**src/rtl/sram16_async_ctrl.sv**
```systemverilog
module sram16_async_ctrl #(
  parameter int ADDR_W          = 17,
  parameter int CLK_PERIOD_NS   = 10,
  parameter int T_ACCESS_NS     = 55,
  parameter int T_OE_ACCESS_NS  = 25,
  parameter int T_WE_MIN_NS     = 40,
  parameter int T_ADDR_SETUP_NS = 45,
  parameter int T_LANE_MIN_NS   = 50,
  parameter int T_DATA_SETUP_NS = 25,
  parameter int T_WCYCLE_NS     = 55,
  parameter int T_RELEASE_NS    = 20
) (
  input  logic              clk,
  input  logic              rst_n,
  input  logic              req_valid,
  output logic              req_ready,
  input  logic              req_we,
  input  logic [ADDR_W-1:0] req_addr,
  input  logic [1:0]        req_be,
  input  logic [15:0]       req_wdata,
  output logic              rsp_valid,
  output logic [15:0]       rsp_rdata,
  output logic              mem_ce_n,
  output logic              mem_oe_n,
  output logic              mem_we_n,
  output logic              mem_ub_n,
  output logic              mem_lb_n,
  output logic [ADDR_W-1:0] mem_addr,
  output logic [15:0]       mem_dout,
  input  logic [15:0]       mem_din,
  output logic [15:0]       mem_dout_en
);

  function automatic int cyc(input int t_ns);
    int c;
    c = (t_ns + CLK_PERIOD_NS - 1) / CLK_PERIOD_NS;
    return (c < 1) ? 1 : c;
  endfunction

  function automatic int imax(input int a, input int b);
    return (a > b) ? a : b;
  endfunction

  localparam int RD_CYC = cyc(imax(T_ACCESS_NS, T_OE_ACCESS_NS));
  localparam int WP_CYC = cyc(imax(imax(T_WE_MIN_NS, T_ADDR_SETUP_NS),
                                   imax(T_LANE_MIN_NS, T_DATA_SETUP_NS)));
  localparam int WC_CYC = cyc(T_WCYCLE_NS);
  localparam int WH_CYC = (WC_CYC > WP_CYC) ? WC_CYC - WP_CYC : 1;
  localparam int TA_CYC = cyc(T_RELEASE_NS);
  localparam int MAX_CYC = imax(imax(RD_CYC, WP_CYC), imax(WH_CYC, TA_CYC));
  localparam int CNT_W = $clog2(MAX_CYC + 1);

  typedef enum logic [2:0] {S_IDLE, S_RD, S_TURN, S_WR, S_WHOLD} state_t;

  state_t             state;
  logic [CNT_W-1:0]   cnt;
  logic [ADDR_W-1:0]  addr_q;
  logic [15:0]        wdata_q;
  logic [1:0]         be_q;
  logic               last;

  assign last = (cnt == '0);

  always_ff @(posedge clk or negedge rst_n) begin
    if (!rst_n) begin
      state     <= S_IDLE;
      cnt       <= '0;
      addr_q    <= '0;
      wdata_q   <= '0;
      be_q      <= '0;
      rsp_valid <= 1'b0;
      rsp_rdata <= '0;
    end else begin
      rsp_valid <= 1'b0;
      case (state)
        S_IDLE: if (req_valid) begin
          addr_q  <= req_addr;
          wdata_q <= req_wdata;
          be_q    <= req_be;
          if (req_be == 2'b00) begin
            if (!req_we) begin
              rsp_valid <= 1'b1;
              rsp_rdata <= '0;
            end
          end else if (req_we) begin
            state <= S_WR;
            cnt   <= CNT_W'(WP_CYC - 1);
          end else begin
            state <= S_RD;
            cnt   <= CNT_W'(RD_CYC - 1);
          end
        end
        S_RD: if (last) begin
          rsp_valid <= 1'b1;
          rsp_rdata <= {mem_din[15:8] & {8{be_q[1]}}, mem_din[7:0] & {8{be_q[0]}}};
          state     <= S_TURN;
          cnt       <= CNT_W'(TA_CYC - 1);
        end else cnt <= cnt - 1'b1;
        S_TURN: if (last) state <= S_IDLE; else cnt <= cnt - 1'b1;
        S_WR: if (last) begin
          state <= S_WHOLD;
          cnt   <= CNT_W'(WH_CYC - 1);
        end else cnt <= cnt - 1'b1;
        S_WHOLD: if (last) state <= S_IDLE; else cnt <= cnt - 1'b1;
        default: state <= S_IDLE;
      endcase
    end
  end

  logic rd_act, wr_act, sel, drive;
  assign rd_act = (state == S_RD);
  assign wr_act = (state == S_WR);
  assign sel    = rd_act | wr_act;
  assign drive  = wr_act | (state == S_WHOLD && cnt == CNT_W'(WH_CYC - 1));

  assign req_ready   = (state == S_IDLE);
  assign mem_ce_n    = ~sel;
  assign mem_oe_n    = ~rd_act;
  assign mem_we_n    = ~wr_act;
  assign mem_ub_n    = ~(sel & be_q[1]);
  assign mem_lb_n    = ~(sel & be_q[0]);
  assign mem_addr    = addr_q;
  assign mem_dout    = wdata_q;
  assign mem_dout_en = {{8{drive & be_q[1]}}, {8{drive & be_q[0]}}};

endmodule


```
**config.mk**
```make
export PLATFORM = sky130hd
export DESIGN_NAME = sram16_async_ctrl
export DESIGN_NICKNAME = d
export VERILOG_FILES = /design/src/rtl/sram16_async_ctrl.sv
export SDC_FILE = /design/constraint.sdc
export NUM_CORES = 1
export LEC_CHECK = 0
export ABC_CLOCK_PERIOD_IN_PS = 2400
export BUFFER_PORTS_ARGS = -buffer_cell sky130_fd_sc_hd__buf_2
export CAP_MARGIN = 20
export CORE_UTILIZATION = 46
export DETAILED_ROUTE_END_ITERATION = 8
export PLACE_DENSITY = 0.83
export SKIP_CTS_REPAIR_TIMING = 1
export SLEW_MARGIN = 20
export SYNTH_ARGS = -nofsm -noshare
export SYNTH_HDL_FRONTEND = slang
export SYNTH_SLANG_ARGS = --single-unit
```
**constraint.sdc**
```tcl
create_clock -name clk -period 2.4 [get_ports clk]
set_clock_uncertainty 0.15 [all_clocks]
set_input_delay 0.12 -clock clk [delete_from_list [all_inputs] [get_ports clk]]
set_output_delay 0.12 -clock clk [all_outputs]
set_load 0.02 [all_outputs]
```
==> qor.txt, run 1 <==
Starting density of the core = 0.479
Largest net degree at the start of global routing = 40
RSZ-0062 raised after global routing = no
DRT antenna net count = 0
Worst EP required = 2.13 ns
Clock sink count = 58
Sequential share of the synthesized area = 0.551
DR iter-0 viols = 121
Area growth syn-to-layout = 51.1%
Reg2reg setup slack = 0.26 ns
Total grt overflow = 0
Hold Path Class = input port to flop
CTS H-tree depth = 3
Library cells used by synthesis = 36
Initial antenna violation count = 0
Clk slew on worst S/H paths = 0.07 ns
Clock Tree Buf Depth = 2
Util after Layout = 0.723
DRC Markers = 0
Final setup viols = 0
Slew HR = 0.361
Worst-path fanout max = 8
Final hold vios = 0
Worst-margin pin slew = 0.955 ns
PD cells = 1290 nW/um^2
Syn Std Cell Area = 2640 um^2
Asr flop ratio synth = 1.00
LEAKAGE = 1.98 nW
Number of port buffers = 126
Nets = 450
Crit path launch = cnt[0]
Hold Worst Slack = 0.209 ns
WL final = 7040 um
Most frequent cells in the layout = buf_2 (126), dfrtp_1 (58), dlygate4sd3_1 (54)
Commonest non-fill, non-tap cell in the layout = buf_2
Row cnt = 27
Via count = 2,360
Synthesized flop and latch total = 58
Tmin final = 2.18 ns
Type of the worst setup path = flop to output port
Post-synth EDFFs = 0
First-pass GRT wire length = 9150 um
Root Buffer = clkbuf_8
Avg Inst Size Synth = 11.9 um^2
Final Wtd Congestion = 0.779
Max cap viols = 0
Fin crit share = 0.908
Cts bufs inserted = 9
Ports = 127
Core area = 5510 um^2
Register Area = 1450 um^2
Maximum operating frequency = 459 MHz
Synth Instances = 222
YS warnings = 0
Top_reg_cell synth = dfrtp_1
# fillers = 371
Hold Startpoint = req_we
Via density = 5.02
Max-slew violations = 0
Share of cells above drive strength 1 = 0.435
CP Capture Type = output port
Run status = finished clean
Tot GR Track Use = 0.200
Die Height = 77.7 um
Full die area = 6040 um^2
DR WL/cell = 15.0 um
Max IR drop VDD = 0.747 mV
Diode count = 0
Worst R2R Start = cnt[0]
Post-Syn Nets = 279
Multi-input logic area = 1000 um^2
Drt first pass iters = 4
Clock Latency Late Sink = 0.33 ns
Startpoint types = flop
Critical Path AT = 1.91 ns
Die Wd = 77.7 um
DP Wirelength = 4310 um
Vias in the first global route = 1,949
CTS tree = yes
-- cell families (layout without fill, tap and decap cells) --
| logic type | Yosys count | in the layout | share of synthesized area |
|---|---|---|---|
| AOI/OAI and AO/OA | 34 | 34 | 0.0978 |
| adders and majority gates | 2 | 2 | 0.00949 |
| buffers and inverters | 32 | 208 | 0.0797 |
| DFF | 58 | 58 | 0.551 |
| muxes | 39 | 39 | 0.166 |
| and+or+nand+nor | 57 | 57 | 0.0968 |
-- layer usage --
metal,vias to the layer above,GRT usage,routed length (um)
li1,1099,-,-
met1,1154,0.242,2740
met2,99,0.329,3780
met3,8,0.0682,434
met4,0,0.0736,81
met5,-,0,0
-- cell usage after synthesis (all sizes together), types with 2 or more instances --
cell type	number	area [um^2]
dfrtp	58	1450
a21oi	2	10.0
buf	25	184
nand2b	2	12.5
nor2b	4	25.0
o21ai	22	159
ha	2	25.0
and3	2	12.5
inv	6	22.5
nor3	2	10.0
nand2	36	135
nor4	2	12.5
mux2	37	417
nor2	6	22.5
mux2i	2	20.0
-- where the power goes --
group,internal (mW),leakage [nW],switching [mW],total [mW]
Clock,0.472,0.0958,0.381,0.853
Sequential,1.43,0.721,0.277,1.71
Combinational,1.01,1.16,1.55,2.56
-- worst paths after layout --
path                                       end  cells past startpoint
worst min register to register   rsp_rdata[10]                      2
worst max register to register    rsp_rdata[2]                      6
worst min-delay path                    cnt[0]                      4
max in group asynchronous          mem_addr[5]                      3
worst max-delay path            mem_dout_en[6]                      6
min in group asynchronous         rsp_rdata[0]                      2
-- state kept, by name, indices dropped and copies added, names as in the netlist --
name and flops:
rsp_rdata 16, mem_dout 16, cnt 3, mem_addr 17, be_q 2, state 3
rsp_valid 1
-- per-stage QoR --
step                      total power, mW  setup TNS (ns)  std cells  setup WS, ns  cell area, um^2
after global placement               4.05               0        400         0.306             3240
after detailed placement             4.15               0        400         0.253             3240
after floorplan                      3.42               0        222         0.251             2640
final                                5.12               0        470         0.221             3980
after CTS                            5.01           -1.25        416        -0.118             3430
after global routing                 5.41               0        470        0.0337             3980
-- layout make-up --
class | count | area share
inverters | 6 | 0.00566
clock inverters | 6 | 0.0145
multi-input cells | 132 | 0.252
clock buffers | 10 | 0.0320
well taps | 72 | 0.0226
flip-flops and latches | 58 | 0.364
repair buffers | 186 | 0.309
-- worst max-delay path, stage by stage (launching register included) --
cell     delay, ns
dfrtp_1       0.38
inv_1         0.12
ha_1          0.21
nor2b_4       0.22
a32oi_1       0.17
nor2b_2       0.26
buf_2         0.22
Note: power is estimated with default switching activity, not from simulation.
==> run 2: changes to the inputs <==
- MAX_ROUTING_LAYER: not set -> met4
==> run 2 against run 1 <==
Compared with the run above: worst hold slack worse by 0.0014 ns; setup slack better by 0.0014 ns; sequential share of layout area stayed put; sequential cell count stayed put; power hardly changed; critical path type unchanged; clock power hardly changed; combinational power hardly changed; die area stayed put.
==> qor.txt, run 2 (synthesis results as in run 1) <==
Finished Cell Area = 3980 um^2
Row cnt = 27
DR WL/cell = 15.0 um
Hold Startpoint = req_we
Tot GR Track Use = 0.205
Worst-margin pin slew = 0.949 ns
Vias in the first global route = 1,947
Number of port buffers = 126
Post-DP Area = 3240 um^2
Full die area = 6040 um^2
RSZ-0062 raised after global routing = no
Starting density of the core = 0.479
DRT antenna net count = 0
Via count = 2,358
Core area = 5510 um^2
Clock Latency Late Sink = 0.33 ns
Run status = finished clean
Total power = 5.12 mW
Largest net degree at the start of global routing = 40
DR iter-0 viols = 110
Clock Tree Buf Depth = 2
Most frequent cells in the layout = buf_2 (126), dfrtp_1 (58), dlygate4sd3_1 (54)
Die Height = 77.7 um
Drt first pass iters = 4
Hold Worst Slack = 0.208 ns
Via density = 5.02
CTS tree = yes
Clock sink count = 58
Tmin final = 2.18 ns
Nets = 450
PD cells = 1290 nW/um^2
Commonest non-fill, non-tap cell in the layout = buf_2
Util after Layout = 0.723
Share of cells above drive strength 1 = 0.435
Ports = 127
Fin crit share = 0.907
Worst EP required = 2.13 ns
WL final = 7030 um
Root Buffer = clkbuf_8
DP Wirelength = 4310 um
Worst R2R Start = cnt[0]
# fillers = 371
Max reg flops = 17
# placed instances = 400
Max cap viols = 0
Final Non-Filler Cells = 470
Crit path launch = cnt[0]
Final setup viols = 0
First-pass GRT wire length = 9170 um
Worst-path fanout max = 8
Clk slew on worst S/H paths = 0.07 ns
Max-slew violations = 0
CTS H-tree depth = 3
Type of the worst setup path = flop to output port
Die Wd = 77.7 um
Startpoint types = flop
Critical Path AT = 1.91 ns
Max IR drop VDD = 0.745 mV
Diode count = 0
Area growth syn-to-layout = 51.1%
Final Wtd Congestion = 0.789
Total grt overflow = 0
Hold Path Class = input port to flop
Initial antenna violation count = 0
Final hold vios = 0
LEAKAGE = 1.98 nW
DRC Markers = 0
CP Capture Type = output port
Slew HR = 0.365
Maximum operating frequency = 459 MHz
Cts bufs inserted = 9
## run 2: cell counts in the layout (fill, tap and decap cells not counted)
No cell type changed its count.
## run 2: routing by layer
layer / share of wire / vias to the layer above / track usage
met3: 0.061 / 9 / 0.0576
met5: 0 / - / -
met4: 0.013 / 0 / 0.0849
met2: 0.53 / 101 / 0.328
met1: 0.39 / 1156 / 0.243
li1: - / 1092 / -
## run 2: final cells by class
cell class / count / area, um^2 / share of cell area
clock inverters: 6 / 57.6 / 0.0145
well taps: 72 / 90.1 / 0.0226
repair buffers: 186 / 1230 / 0.309
inverters: 6 / 22.5 / 0.00566
flip-flops and latches: 58 / 1450 / 0.364
multi-input cells: 132 / 1000 / 0.252
clock buffers: 10 / 128 / 0.0320
## run 2: worst paths after layout
kind,cells past startpoint,to,slack (ns)
setup / recovery,6,mem_dout_en[6],0.22
hold / removal,4,cnt[0],0.21
setup reg to reg,6,rsp_rdata[2],0.28
hold reg to reg,2,rsp_rdata[11],0.33
max in group asynchronous,3,mem_dout[2],1.09
min in group asynchronous,2,rsp_rdata[0],0.32
## run 2: worst max-delay path: stages, from the launching register on
cell and delay (ns):
dfrtp_1 0.38, inv_1 0.12, ha_1 0.21, nor2b_4 0.22, a32oi_1 0.17, nor2b_2 0.26
buf_2 0.22
## run 2: metrics by stage
step / setup WS (ns) / setup TNS, ns
floorplan: 0.251 / 0
global placement: 0.306 / 0
detailed placement: 0.253 / 0
CTS: -0.118 / -1.25
global route: 0.0381 / 0
finish: 0.223 / 0
## run 2: power by group
part | leakage (nW) | switching (mW) | internal (mW) | total [mW]
registers | 0.721 | 0.276 | 1.43 | 1.71
logic | 1.16 | 1.55 | 1.01 | 2.56
clock network | 0.0958 | 0.383 | 0.472 | 0.855
